## src/rtl/txch_credit_stat.sv

```systemverilog
module txch_credit_stat #(
  parameter int NCH = 8,
  parameter int CW  = 4,
  parameter int AW  = 5
) (
  input  logic           clk,
  input  logic           rst_n,
  input  logic           wr_en,
  input  logic [AW-1:0]  wr_addr,
  input  logic [31:0]    wr_data,
  input  logic [AW-1:0]  rd_addr,
  output logic [31:0]    rd_data,
  input  logic [NCH-1:0] act,
  input  logic [NCH-1:0] issue,
  input  logic [NCH-1:0] issue_last,
  input  logic [NCH-1:0] credit_ret,
  input  logic [NCH-1:0] fifo_full,
  input  logic           mem_addr_err,
  input  logic           dword_short,
  output logic [NCH-1:0] chan_req,
  output logic [NCH-1:0] chan_idle
);
  localparam int STS_ADDR = NCH;
  localparam int ERR_ADDR = NCH + 1;
  localparam int CRD_BASE = 2 * NCH;
  localparam logic [CW-1:0] CMAX = '1;

  logic [NCH-1:0][1:0]    mode;
  logic [NCH-1:0]         cen;
  logic [NCH-1:0][CW-1:0] cred;
  logic [NCH-1:0]         occ, infr;
  logic [NCH-1:0]         err_cr, err_act;
  logic                   err_mem, err_dw;
  logic [NCH-1:0]         has_cred;
  logic                   clr;
  logic [31:0]            sts_word, err_word;
  logic                   unused_wdata;

  assign clr = wr_en && (wr_addr == AW'(ERR_ADDR));
  assign unused_wdata = ^wr_data;

  for (genvar g = 0; g < NCH; g++) begin : g_ch
    assign has_cred[g]  = !cen[g] || (cred[g] != '0);
    assign chan_req[g]  = occ[g] && has_cred[g] &&
                          ((mode[g] == 2'b10) || ((mode[g] == 2'b01) && infr[g]));
    assign chan_idle[g] = !occ[g] && !chan_req[g];
  end

  always_ff @(posedge clk) begin
    if (!rst_n) begin
      mode    <= '0;
      cen     <= '0;
      cred    <= '0;
      occ     <= '0;
      infr    <= '0;
      err_cr  <= '0;
      err_act <= '0;
      err_mem <= 1'b0;
      err_dw  <= 1'b0;
    end else begin
      for (int i = 0; i < NCH; i++) begin
        if (wr_en && (wr_addr == AW'(i))) begin
          mode[i] <= wr_data[31:30];
          cen[i]  <= wr_data[3];
        end
        if (credit_ret[i] && !issue[i] && (cred[i] != CMAX))
          cred[i] <= cred[i] + 1'b1;
        else if (issue[i] && !credit_ret[i] && (cred[i] != '0))
          cred[i] <= cred[i] - 1'b1;
        if (act[i])
          occ[i] <= 1'b1;
        else if (issue[i])
          occ[i] <= 1'b0;
        if (issue[i])
          infr[i] <= !issue_last[i];
        err_cr[i]  <= (fifo_full[i] && (cred[i] != '0)) ||
                      (err_cr[i] && !(clr && wr_data[i]));
        err_act[i] <= (act[i] && occ[i]) ||
                      (err_act[i] && !(clr && wr_data[9+i]));
      end
      err_mem <= mem_addr_err || (err_mem && !(clr && wr_data[31]));
      err_dw  <= dword_short  || (err_dw  && !(clr && wr_data[30]));
    end
  end

  always_comb begin
    sts_word = '0;
    err_word = '0;
    for (int i = 0; i < NCH; i++) begin
      sts_word[24+i] = !occ[i];
      sts_word[16+i] = !chan_req[i];
      err_word[i]    = err_cr[i];
      err_word[9+i]  = err_act[i];
    end
    err_word[31] = err_mem;
    err_word[30] = err_dw;
  end

  always_comb begin
    rd_data = '0;
    for (int i = 0; i < NCH; i++) begin
      if (rd_addr == AW'(i))
        rd_data = {mode[i], 26'b0, cen[i], 3'b0};
      if (rd_addr == AW'(CRD_BASE + i))
        rd_data = 32'(cred[i]);
    end
    if (rd_addr == AW'(STS_ADDR)) rd_data = sts_word;
    if (rd_addr == AW'(ERR_ADDR)) rd_data = err_word;
  end
endmodule


```

## config.mk

```make
export PLATFORM = sky130hd
export DESIGN_NAME = txch_credit_stat
export DESIGN_NICKNAME = d
export VERILOG_FILES = /design/src/rtl/txch_credit_stat.sv
export SDC_FILE = /design/constraint.sdc
export NUM_CORES = 1
export LEC_CHECK = 0
export ABC_AREA = 1
export CORE_ASPECT_RATIO = 1.25
export CORE_MARGIN = 10
export CORE_UTILIZATION = 50
export DETAILED_ROUTE_END_ITERATION = 6
export PLACE_DENSITY = 0.82
export SLEW_MARGIN = 40
export SYNTH_ARGS = -nofsm -noshare
export SYNTH_HDL_FRONTEND = slang
export SYNTH_SLANG_ARGS = --single-unit
```

## constraint.sdc

```tcl
create_clock -name clk -period 4.81 [get_ports clk]
set_clock_uncertainty 0.1 [all_clocks]
set_input_delay 0.962 -clock clk [delete_from_list [all_inputs] [get_ports clk]]
set_output_delay 0.962 -clock clk [all_outputs]
set_load 0.005 [all_outputs]
```

==> flow_summary.ini <==
[outcome]
status = finished, final reports clean

[final_layout]
drive_gt1_frac = 0.0348
final_cell_mix = 122 x inv_1, 119 x clkdlybuf4s50_1, 103 x a21oi_1
fin_cells = 991
syn2layout_area_growth_pct = 32.2
fin_nets = 968
antennaDiodeCount = 0
final_common_cell = inv_1

[synth]
yosysTopAreaCellShare = 0.355
syn_nets = 850
syn_inst = 739
synth_area_um2 = 5080
yosysSeqAreaShare = 0.355
synth_cell_types = 34
yosysWarnings = 0
ys_ff_latch = 90
synth_top_cells_by_area = dfxtp_1 35%, a21oi_1 10%, o21ai_0 9.5%, inv_1 9.0%, nand2_1 6.9%
avgSynthCellArea_um2 = 6.87
yosysTopAreaCell = dfxtp_1

[routing]
first_pass_iters = 6
drcViolationCount = 0
wl_per_cell_um = 16.2
antenna_left = 0
drtIter0Drc = 432
drt-vias-per-instance = 5.50
vias = 5446
routed_wirelength_um = 16000

[worst_setup_path]
cp-start-kind = input port
critPathRequiredTime_ns = 3.75
crit_buf_inv = 2
rrSetupSlack_ns = 2.30
reg2reg_from = cred[8]$_SDFFE_PN0P_
path_depth = 19
reg2reg_to = cred[11]$_SDFFE_PN0P_
critPathArrivalTime_ns = 3.38
critPathCaptureType = primary output
crit_top_cell = nand2_1
critPathMaxStageDelay_ns = 0.54
critical_path.top_delay_family = simple AND/OR/NAND/NOR gates
crit_slowest_cell = clkdlybuf4s50_1
crit_path_max_fanout = 5
crit_chain = clkdlybuf4s50_1 > nor2_1 > nand4_1 > nand3_1 > nand2_1 > nand2_1 > nand2_1 > nand2_1 > nand2_1 > nand2_1 > nand2_1 > nand2_1 > nand2_1 > nand2_1 > nand2_1 > nand2_1 > nand2_1 > nand2_1 > clkdlybuf4s50_1
critical_path_class = input port to primary output
reg2reg_depth = 12

[hold_path]
hold_end = err_act[7]$_SDFF_PN0_
worstHoldStart = occ[7]$_SDFFE_PN0P_
hold_path_class = flop to flop
whs_path_depth = 2

[pwr]
p_per_area_nw_per_um2 = 313
power_leakage_nw = 2.78
ir_drop_v = 0.000203

[floorplan]
die_w_um = 110
core-area_um2 = 10000
die_h_um = 133
rows = 41
ios = 135
dieArea_um2 = 14600
initial_utilization = 0.508

[clock_tree]
clk_latency_ns = 0.34
ctsHoldBuffers = 0
cts_resized = 0
htreeDepth = 3
numCtsBuffers = 9
cts_setup_buffers = 0
clock-root-buffer = clkbuf_16
cts_tree = built
cts.sinks = 90
clockBufferDepth = 2
clk_pin_slew_ns = 0.06

[place]
hpwlAfterDp_um = 12400
place.gp.congestion = 0.900
placed_cells = 975
io_buffers = 119

[global_route]
grt_pass1_vias = 5370
track_usage = 0.216
antenna_found_initial = 0
grt_max_degree = 64
grt_pass1_wl_um = 25600
grt_overflow = 0

[sta]
fin_setup_tns_ns = 0
fmax_mhz = 225
period_needed_ns = 4.44
rsz0062_at_grt = false
finalSetupViolCount = 0
slew_violations = 0
fin_crit_sh = 0.923
tightest_slew_ns = 0.729
max_slew_margin = 0.501
finalHoldViolations = 0

[flow_run]
drv_cap = 0
## final cells by class
class,count,area [um2]
Sequential cell,90,1800
Fill cell,868,3290
Clock inverter,4,73.8
Inverter,126,473
Tap cell,129,161
Timing Repair Buffer,123,1220
Multi-Input combinational cell,507,2730
Clock buffer,12,256
## worst reg2reg max path: stages, from the launching register on
cell and delay (ns):
dfxtp_1 0.41, nand2_1 0.11, nor2_1 0.05, nor3_1 0.29
inv_1 0.16, ha_1 0.34, and3_1 0.18, a211oi_1 0.26
nor2_1 0.08, nor2_1 0.12, nand2_1 0.08, o21ai_0 0.17
a21oi_1 0.06
## power by group
group	switching (W)	internal, W
combinational	0.000244	0.000196
clock	0.000293	0.000484
sequential	0.0000726	0.000811
total	0.000610	0.00149
## cells in the mapped netlist, drive strengths merged
| library cell | instances |
|---|---|
| nand4 | 14 |
| conb | 1 |
| xor2 | 3 |
| and3 | 2 |
| a221oi | 2 |
| a31oi | 4 |
| clkbuf | 12 |
| xnor2 | 5 |
| dfxtp | 90 |
| fa | 8 |
| a211oi | 9 |
| clkinv | 1 |
| buf | 4 |
| nand2 | 94 |
| o211ai | 3 |
| nand3 | 25 |
| o31ai | 1 |
| o21ai | 96 |
| a2111oi | 5 |
| a22o | 1 |
| a21oi | 103 |
| o22ai | 3 |
| ha | 16 |
| nor2 | 96 |
| nor3 | 6 |
| inv | 125 |
| a21o | 1 |
| nor4 | 9 |
## kinds of logic after synthesis
logic type | count (synthesis) | synth area share
fa+ha+maj | 24 | 0.0710
flops | 90 | 0.355
buf+inv | 142 | 0.109
simple gates | 246 | 0.212
other cells | 1 | 0.000738
xor+xnor | 8 | 0.0138
compound gates | 228 | 0.239
## how the worst max path moves through the flow
stage / start / endpoint / slack (ns)
2_1_floorplan: rd_addr[4] / rd_data[3] / 1.68
3_3_place_gp: rd_addr[0] / rd_data[3] / 0.46
3_5_place_dp: rd_addr[0] / rd_data[0] / 0.45
4_1_cts: rd_addr[0] / rd_data[1] / 0.43
5_1_grt: rd_addr[0] / rd_data[3] / 0.15
6_report: rd_addr[1] / rd_data[3] / 0.37
## stage by stage
stage | total power (W) | utilization | setup slack, ns | hold slack, ns | cell area, um2
after floorplan | 0.00115 | - | 1.68 | 0.336 | 5080
after global placement | 0.00130 | 0.638 | 0.456 | 0.347 | 6380
after detailed placement | 0.00133 | 0.638 | 0.452 | 0.355 | 6380
after CTS | 0.00210 | 0.671 | 0.433 | 0.374 | 6710
after global routing | 0.00220 | 0.671 | 0.151 | 0.392 | 6710
final | 0.00210 | 0.671 | 0.369 | 0.376 | 6710
## per-layer routing
layer,wire [um],up-vias,global-route usage
li1,-,2694,-
met1,6470,2511,0.252
met2,8040,213,0.377
met3,1110,28,0.0340
met4,424,0,0.0901
met5,0,-,0
## state kept, by name, indices dropped and copies added (netlist names)
register	flops
err_act	8
cred	32
mode	16
occ	8
cen	8
err_mem	1
err_cr	8
infr	8
err_dw	1
Power figures use the tool's default switching activity.
